$ cat config.mk
export PLATFORM = sky130hd
export DESIGN_NAME = ebus_ctrl
export DESIGN_NICKNAME = d
export VERILOG_FILES = /design/src/rtl/ebus_pkg.sv /design/src/rtl/ebus_seq.sv /design/src/rtl/ebus_pinmux.sv /design/src/rtl/ebus_clkgen.sv /design/src/rtl/ebus_ctrl.sv
export SDC_FILE = /design/constraint.sdc
export NUM_CORES = 1
export LEC_CHECK = 0
export ABC_AREA = 1
export BUFFER_PORTS_ARGS = -buffer_cell sky130_fd_sc_hd__buf_2
export CAP_MARGIN = 20
export CELL_PAD_IN_SITES_DETAIL_PLACEMENT = 1
export CELL_PAD_IN_SITES_GLOBAL_PLACEMENT = 2
export CORE_MARGIN = 8
export CORE_UTILIZATION = 23
export DETAILED_ROUTE_END_ITERATION = 16
export GPL_TIMING_DRIVEN = 0
export PLACE_DENSITY = 0.75
export SLEW_MARGIN = 0
export SYNTH_ARGS = -nofsm -noshare
export SYNTH_HDL_FRONTEND = slang
export SYNTH_SLANG_ARGS = --single-unit
$ cat constraint.sdc
create_clock -name clk -period 1.5 [get_ports clk]
set_input_delay 0.225 -clock clk [delete_from_list [all_inputs] [get_ports clk]]
set_output_delay 0.225 -clock clk [all_outputs]
set_load 0.02 [all_outputs]
$ cat src/rtl/ebus_pkg.sv
// Shared widths, phase encoding and captured configuration for the
// external bus controller. Assumes an 8-bit external data path.
package ebus_pkg;
    localparam int ACNT_W = 2;   // address phase length field width
    localparam int SCNT_W = 3;   // strobe phase length field width

    typedef enum logic [2:0] {
        PH_IDLE,
        PH_ADDR,
        PH_GAP,
        PH_STRB,
        PH_TURN
    } phase_e;

    typedef struct packed {
        logic              mux;
        logic              ale_hi;
        logic              pin_be;
        logic [ACNT_W-1:0] addr_clks;
        logic [SCNT_W-1:0] strb_clks;
    } bus_cfg_t;
endpackage

$ cat src/rtl/ebus_seq.sv
// Phase sequencer: accepts one request while idle, captures the request
// and configuration, then steps through address, gap, strobe (with wait
// stretch) and turnaround. Captures read data on the last strobe clock.
// Assumes wait_n is already synchronous to clk.
module ebus_seq
    import ebus_pkg::*;
#(
    parameter int DATA_W = 8,
    parameter int ADDR_W = 3 * DATA_W
) (
    input  logic              clk,
    input  logic              rst_n,
    input  logic              req_i,
    input  logic              req_we_i,
    input  logic [ADDR_W-1:0] req_addr_i,
    input  logic [DATA_W-1:0] req_wdata_i,
    input  bus_cfg_t          cfg_i,
    input  logic              wait_n_i,
    input  logic [DATA_W-1:0] pa_in_i,
    output logic              req_rdy_o,
    output logic              ack_o,
    output logic [DATA_W-1:0] rd_data_o,
    output phase_e            phase_o,
    output bus_cfg_t          cfg_q_o,
    output logic              we_q_o,
    output logic [ADDR_W-1:0] addr_q_o,
    output logic [DATA_W-1:0] wdata_q_o
);
    localparam int CNT_W = (ACNT_W > SCNT_W) ? ACNT_W : SCNT_W;

    phase_e            phase_q;
    logic [CNT_W-1:0]  cnt_q;
    logic              ack_q;
    logic [DATA_W-1:0] rd_q;
    bus_cfg_t          cfg_q;
    logic              we_q;
    logic [ADDR_W-1:0] addr_q;
    logic [DATA_W-1:0] wdata_q;

    // Phase advance, request capture and read-data capture.
    always_ff @(posedge clk) begin
        if (!rst_n) begin
            phase_q <= PH_IDLE;
            cnt_q   <= '0;
            ack_q   <= 1'b0;
            rd_q    <= '0;
            cfg_q   <= '0;
            we_q    <= 1'b0;
            addr_q  <= '0;
            wdata_q <= '0;
        end else begin
            ack_q <= 1'b0;
            case (phase_q)
                PH_IDLE: begin
                    if (req_i) begin
                        cfg_q   <= cfg_i;
                        we_q    <= req_we_i;
                        addr_q  <= req_addr_i;
                        wdata_q <= req_wdata_i;
                        cnt_q   <= CNT_W'(cfg_i.addr_clks);
                        phase_q <= PH_ADDR;
                    end
                end
                PH_ADDR: begin
                    if (cnt_q == '0) phase_q <= PH_GAP;
                    else             cnt_q   <= cnt_q - 1'b1;
                end
                PH_GAP: begin
                    cnt_q   <= CNT_W'(cfg_q.strb_clks);
                    phase_q <= PH_STRB;
                end
                PH_STRB: begin
                    if (cnt_q != '0) begin
                        cnt_q <= cnt_q - 1'b1;
                    end else if (wait_n_i) begin
                        phase_q <= PH_TURN;
                        ack_q   <= 1'b1;
                        if (!we_q) rd_q <= pa_in_i;
                    end
                end
                default: phase_q <= PH_IDLE;
            endcase
        end
    end

    assign req_rdy_o = (phase_q == PH_IDLE);
    assign ack_o     = ack_q;
    assign rd_data_o = rd_q;
    assign phase_o   = phase_q;
    assign cfg_q_o   = cfg_q;
    assign we_q_o    = we_q;
    assign addr_q_o  = addr_q;
    assign wdata_q_o = wdata_q;

    AST_GAP_AFTER_ADDR: assert property (@(posedge clk) disable iff (!rst_n)
        (phase_q == PH_GAP) |-> ($past(phase_q) == PH_ADDR));
    AST_ADDR_CNT_BOUND: assert property (@(posedge clk) disable iff (!rst_n)
        (phase_q == PH_ADDR) |-> (cnt_q <= CNT_W'(cfg_q.addr_clks)));
    AST_WAIT_HOLDS: assert property (@(posedge clk) disable iff (!rst_n)
        (phase_q == PH_STRB && cnt_q == '0 && !wait_n_i) |=> (phase_q == PH_STRB));
    AST_ACK_PULSE: assert property (@(posedge clk) disable iff (!rst_n)
        ack_o |=> !ack_o);
    AST_TURN_AFTER_STRB: assert property (@(posedge clk) disable iff (!rst_n)
        (phase_q == PH_TURN) |-> ($past(phase_q) == PH_STRB));
endmodule

$ cat src/rtl/ebus_pinmux.sv
// Pin decoder: from the current phase and the captured request and
// configuration, forms the port values, output enable, ALE, strobes and
// byte pins. Purely combinational; clk and rst_n feed the assertions only.
module ebus_pinmux
    import ebus_pkg::*;
#(
    parameter int DATA_W = 8,
    parameter int ADDR_W = 3 * DATA_W
) (
    input  logic              clk,
    input  logic              rst_n,
    input  phase_e            phase_i,
    input  bus_cfg_t          cfg_q_i,
    input  logic              live_ale_hi_i,
    input  logic              we_q_i,
    input  logic [ADDR_W-1:0] addr_q_i,
    input  logic [DATA_W-1:0] wdata_q_i,
    output logic [DATA_W-1:0] pa_out_o,
    output logic              pa_oe_o,
    output logic [DATA_W-1:0] pb_out_o,
    output logic [DATA_W-1:0] pc_out_o,
    output logic              ale_o,
    output logic              rd_n_o,
    output logic              wr_n_o,
    output logic              pin_lo_o,
    output logic              pin_hi_o
);
    logic active;
    logic ale_act;
    logic rd_act;
    logic wr_act;

    // Port values and output enable per phase and bus mode.
    always_comb begin
        active   = (phase_i == PH_ADDR) || (phase_i == PH_GAP) || (phase_i == PH_STRB);
        pa_out_o = '0;
        pa_oe_o  = 1'b0;
        pb_out_o = '0;
        pc_out_o = '0;
        ale_act  = 1'b0;
        if (active) begin
            if (cfg_q_i.mux) begin
                pc_out_o = addr_q_i[3*DATA_W-1:2*DATA_W];
                if (phase_i != PH_STRB) begin
                    pa_out_o = addr_q_i[DATA_W-1:0];
                    pb_out_o = addr_q_i[2*DATA_W-1:DATA_W];
                    pa_oe_o  = 1'b1;
                    ale_act  = (phase_i == PH_ADDR);
                end else if (we_q_i) begin
                    pa_out_o = wdata_q_i;
                    pa_oe_o  = 1'b1;
                end
            end else begin
                pc_out_o = addr_q_i[2*DATA_W-1:DATA_W];
                pb_out_o = addr_q_i[DATA_W-1:0];
                if (we_q_i) begin
                    pa_out_o = wdata_q_i;
                    pa_oe_o  = 1'b1;
                end
            end
        end
    end

    // Strobes, ALE level and byte pin function.
    always_comb begin
        rd_act   = (phase_i == PH_STRB) && !we_q_i;
        wr_act   = (phase_i == PH_STRB) && we_q_i;
        rd_n_o   = !rd_act;
        wr_n_o   = !wr_act;
        if (active) ale_o = ale_act ? cfg_q_i.ale_hi : !cfg_q_i.ale_hi;
        else        ale_o = !live_ale_hi_i;
        pin_lo_o = cfg_q_i.pin_be ? !active : !wr_act;
        pin_hi_o = 1'b1;
    end

    AST_PB_ZERO_ON_WRITE: assert property (@(posedge clk) disable iff (!rst_n)
        (!wr_n_o && cfg_q_i.mux) |-> (pb_out_o == '0));
    AST_PA_FLOAT_ON_READ: assert property (@(posedge clk) disable iff (!rst_n)
        !rd_n_o |-> !pa_oe_o);
    AST_ALE_OFF_IN_STROBE: assert property (@(posedge clk) disable iff (!rst_n)
        (!rd_n_o || !wr_n_o) |-> (ale_o == !cfg_q_i.ale_hi));
    AST_STROBES_EXCLUSIVE: assert property (@(posedge clk) disable iff (!rst_n)
        !(!rd_n_o && !wr_n_o));
endmodule

$ cat src/rtl/ebus_clkgen.sv
// Bus clock output: off (held low), core rate, or half rate from a toggle
// register. Assumes the mode input is static or changed only while idle.
module ebus_clkgen (
    input  logic       clk,
    input  logic       rst_n,
    input  logic [1:0] mode_i,
    output logic       bclk_o
);
    logic div_q;

    // Half-rate toggle, held low when half rate is not selected.
    always_ff @(posedge clk) begin
        if (!rst_n)         div_q <= 1'b0;
        else if (mode_i[1]) div_q <= !div_q;
        else                div_q <= 1'b0;
    end

    assign bclk_o = (mode_i == 2'd1) ? clk : (mode_i[1] ? div_q : 1'b0);

    AST_HALF_TOGGLES: assert property (@(posedge clk) disable iff (!rst_n)
        ($past(rst_n) && mode_i[1] && $past(mode_i[1])) |-> (div_q != $past(div_q)));
endmodule

$ cat src/rtl/ebus_ctrl.sv
// External memory bus controller top: joins the sequencer, pin decoder
// and bus clock generator. One access in flight at a time; assumes all
// inputs are synchronous to clk.
module ebus_ctrl
    import ebus_pkg::*;
#(
    parameter int DATA_W = 8,
    parameter int ADDR_W = 3 * DATA_W
) (
    input  logic              clk,
    input  logic              rst_n,
    input  logic              req,
    input  logic              req_we,
    input  logic [ADDR_W-1:0] req_addr,
    input  logic [DATA_W-1:0] req_wdata,
    output logic              req_rdy,
    output logic              ack,
    output logic [DATA_W-1:0] rd_data,
    input  logic              cfg_mux,
    input  logic              cfg_ale_hi,
    input  logic              cfg_pin_be,
    input  logic [ACNT_W-1:0] cfg_addr_clks,
    input  logic [SCNT_W-1:0] cfg_strb_clks,
    input  logic [1:0]        cfg_bclk_mode,
    input  logic              wait_n,
    input  logic [DATA_W-1:0] pa_in,
    output logic [DATA_W-1:0] pa_out,
    output logic              pa_oe,
    output logic [DATA_W-1:0] pb_out,
    output logic [DATA_W-1:0] pc_out,
    output logic              ale,
    output logic              rd_n,
    output logic              wr_n,
    output logic              pin_lo,
    output logic              pin_hi,
    output logic              bclk
);
    bus_cfg_t          cfg_live;
    bus_cfg_t          cfg_q;
    phase_e            phase;
    logic              we_q;
    logic [ADDR_W-1:0] addr_q;
    logic [DATA_W-1:0] wdata_q;

    // Pack the loose configuration pins into the shared record.
    always_comb begin
        cfg_live.mux       = cfg_mux;
        cfg_live.ale_hi    = cfg_ale_hi;
        cfg_live.pin_be    = cfg_pin_be;
        cfg_live.addr_clks = cfg_addr_clks;
        cfg_live.strb_clks = cfg_strb_clks;
    end

    ebus_seq #(.DATA_W(DATA_W), .ADDR_W(ADDR_W)) u_seq (
        .clk        (clk),
        .rst_n      (rst_n),
        .req_i      (req),
        .req_we_i   (req_we),
        .req_addr_i (req_addr),
        .req_wdata_i(req_wdata),
        .cfg_i      (cfg_live),
        .wait_n_i   (wait_n),
        .pa_in_i    (pa_in),
        .req_rdy_o  (req_rdy),
        .ack_o      (ack),
        .rd_data_o  (rd_data),
        .phase_o    (phase),
        .cfg_q_o    (cfg_q),
        .we_q_o     (we_q),
        .addr_q_o   (addr_q),
        .wdata_q_o  (wdata_q)
    );

    ebus_pinmux #(.DATA_W(DATA_W), .ADDR_W(ADDR_W)) u_pinmux (
        .clk          (clk),
        .rst_n        (rst_n),
        .phase_i      (phase),
        .cfg_q_i      (cfg_q),
        .live_ale_hi_i(cfg_ale_hi),
        .we_q_i       (we_q),
        .addr_q_i     (addr_q),
        .wdata_q_i    (wdata_q),
        .pa_out_o     (pa_out),
        .pa_oe_o      (pa_oe),
        .pb_out_o     (pb_out),
        .pc_out_o     (pc_out),
        .ale_o        (ale),
        .rd_n_o       (rd_n),
        .wr_n_o       (wr_n),
        .pin_lo_o     (pin_lo),
        .pin_hi_o     (pin_hi)
    );

    ebus_clkgen u_clkgen (
        .clk   (clk),
        .rst_n (rst_n),
        .mode_i(cfg_bclk_mode),
        .bclk_o(bclk)
    );
endmodule

==> impl_results.md <==
* Status: complete, but fails checks
* Failing checks: negative setup slack
* Critical path's largest stage delay at 0.32 ns
* Slew margin rel. at 44.6%
* First-pass GRT wire length at 16800 microns
* CP Buf/Inv Count at 5
* Setup TNS at -21.62 ns
* Routed vias/inst at 4.81
* Antenna diode count at 0
* Max Clk Rate at 500 MHz
* Final Util at 44.0%
* Core ar. at 0.0114 sq mm
* CTS tree: done
* WL final at 12100 microns
* Synth Instances at 385
* Pwr Total at 0.00933 W
* Filler cell count at 1345
* Finished Cell Area at 0.00501 sq mm
* Pre-antenna DRT Iters at 4
* Required time worst endpoint at 1.27 ns
* Unrepaired setup endpoints after global routing: true
* Leak pwr at 2.05 nW
* Clk pin slew, worst setup/hold paths at 0.08 ns
* 1st-iter DRT viols at 97
* Die Area at 0.0152 sq mm
* Final Hold Viols at 0
* DPL Wire Length at 7800 microns
* # setup viols final at 78
* Die width at 123 microns
* Worst slew pin tran at 0.831 ns
* Delay-heaviest family, CP: buffers and inverters
* Synth Register Bits at 55
* Worst Setup Start Kind: flip-flop
* Largest net degree at the start of global routing at 19
* Cts hold-fix bufs at 0
* Total of max-cap violations at 0
* Hold/Removal Path Class: input pin to flip-flop
* Syn Area/Cell at 6.90 sq um
* Gr usage total at 14.1%
* # port buffers at 93
* P per Cell Area at 1860 mW/mm^2
* Via Count at 3210
* Residual DRC at 0
* Die Ht at 123 microns
* Initial Util at 23.4%
* Layout cells sized above 1 at 58.1%
* Total I/O pin count at 96
* Rows at 39
* WL/cell at 18.1 microns
* Pins Over Slew Limit at 0
* Yosys warnings at 0
* Yosys cell types at 29
* Tmin final at 2.00 ns
* GRT overflow at 0
* Critical Path End Type: output port
* Antenna Nets Post-Route at 0
* Post-synthesis sequential area ratio at 41.5%
* Worst EP arrival at 1.78 ns
* Hold_ws at 0.0575 ns
* RePlAce Congestion at 0.784
* Worst IR Drop VDD at 739 uV
* Clock Skew at 0.00918 ns
* Worst-Skew Late Latency at 0.42 ns
* Crit-path slowest cell: dfxtp_1
* Placement Cell Area at 0.00336 sq mm
* Area grow syn2layout at 88.5%
* # nets final at 581
* Synth Cell Area at 0.00266 sq mm
* Number of global-route vias before repair at 3307
* Antenna violations before repair at 0
* Crit Path Class: flip-flop to output port
* Crit path cell chain: buf_6, inv_2, o21ai_4, buf_6, buf_4, nor3_2, buf_4
* Syn nets at 442
* Worst setup margin at -0.501 ns
* Final Cycle Share at 133%
* Crit-path max FO at 9
cells in the mapped netlist, drive strengths merged:
master	n	area (sq um)
nand2	101	389
a21oi	73	365
dfxtp	55	1100
nand3	44	220
inv	29	109
nor2	20	87.6
o21ai	18	93.8
buf	16	126
clkbuf	11	41.3
nor3	9	56.3
ha	2	25.0
clkinv	1	3.75
conb	1	3.75
nand3b	1	7.51
nand4	1	6.26
nor2b	1	6.26
nor4	1	6.26
o21bai	1	7.51
worst paths after layout:
check             slack (ns)                end              from  cells after the start
setup reg to reg       -0.31   u_seq.cfg_q_o[7]  u_seq.phase_o[0]                     10
setup / recovery       -0.50          pa_out[7]  u_seq.phase_o[2]                      7
hold reg to reg         0.44     u_clkgen.div_q    u_clkgen.div_q                      1
hold / removal          0.06  u_seq.addr_q_o[8]       req_addr[8]                      3
logic make-up (layout without fill, tap and decap cells):
family	count (synthesis)	in the layout	share of synthesized area, %
fa+ha+maj	2	2	0.942
simple gates	178	179	29.3
compound gates	92	92	17.6
other cells	1	1	0.141
flops	55	55	41.5
buf+inv	57	196	10.6
power breakdown:
group | internal [W] | switching [W]
sequential | 0.00173 | 0.000228
combinational | 0.00268 | 0.00301
clock | 0.000992 | 0.000692
per-stage QoR:
stage	instances	setup slack, ns
after floorplan	385	-0.0932
after global placement	621	-0.400
after detailed placement	621	-0.397
after CTS	655	-0.470
after global routing	668	-0.579
final	668	-0.501
flip-flops by register name, summed over array words and instances, names as in the netlist:
signal,count
u_clkgen.div_q,1
u_seq.ack_o,1
u_seq.addr_q_o,24
u_seq.cfg_q_o,6
u_seq.cnt_q,3
u_seq.phase_o,3
u_seq.rd_data_o,8
u_seq.wdata_q_o,8
u_seq.we_q_o,1
cell usage in the layout (no fill, tap or decap), types with 13 or more instances in the layout:
cell	Yosys	final
nand2_1	99	63
clkbuf_16	0	13
a21oi_2	0	46
nand2_2	1	14
nor2_1	17	15
buf_2	5	67
dfxtp_1	55	52
nand3_1	44	26
inv_1	28	24
nand2_4	1	23
a21oi_1	73	20
buf_4	4	21
buf_6	6	40
layout make-up:
| type | instances | area (sq um) | share of cell area (%) |
|---|---|---|---|
| Multi-Input combinational cell | 274 | 2060 | 41.1 |
| Inverter | 30 | 120 | 2.40 |
| Buffer | 26 | 240 | 4.80 |
| Clock buffer | 9 | 211 | 4.22 |
| Sequential cell | 55 | 1100 | 22.1 |
| Timing Repair Buffer | 128 | 1070 | 21.4 |
| Clock inverter | 3 | 22.5 | 0.450 |
| Tap cell | 143 | 179 | 3.57 |
layer usage:
layer	track usage [%]	wire length (microns)
met5	0	0
met4	5.34	166
met3	2.33	403
met2	23.0	6240
met1	18.2	5300
timing repair:
action | CTS | global route
pin swaps | 20 | 32
cloned | 3 | 6
setup endpoints to repair | 81 | 83
resized for setup | 86 | 202
buffers inserted | 20 | 9
worst reg2reg max path: cells and delay by family, from the launching register on:
family | cells | cell delay (ns)
AO/OA/AOI/OAI | 2 | 0.21
flip-flops | 1 | 0.32
buffers and inverters | 6 | 0.81
AND/OR/NAND/NOR | 2 | 0.37
(Power assumes the default switching activity.)
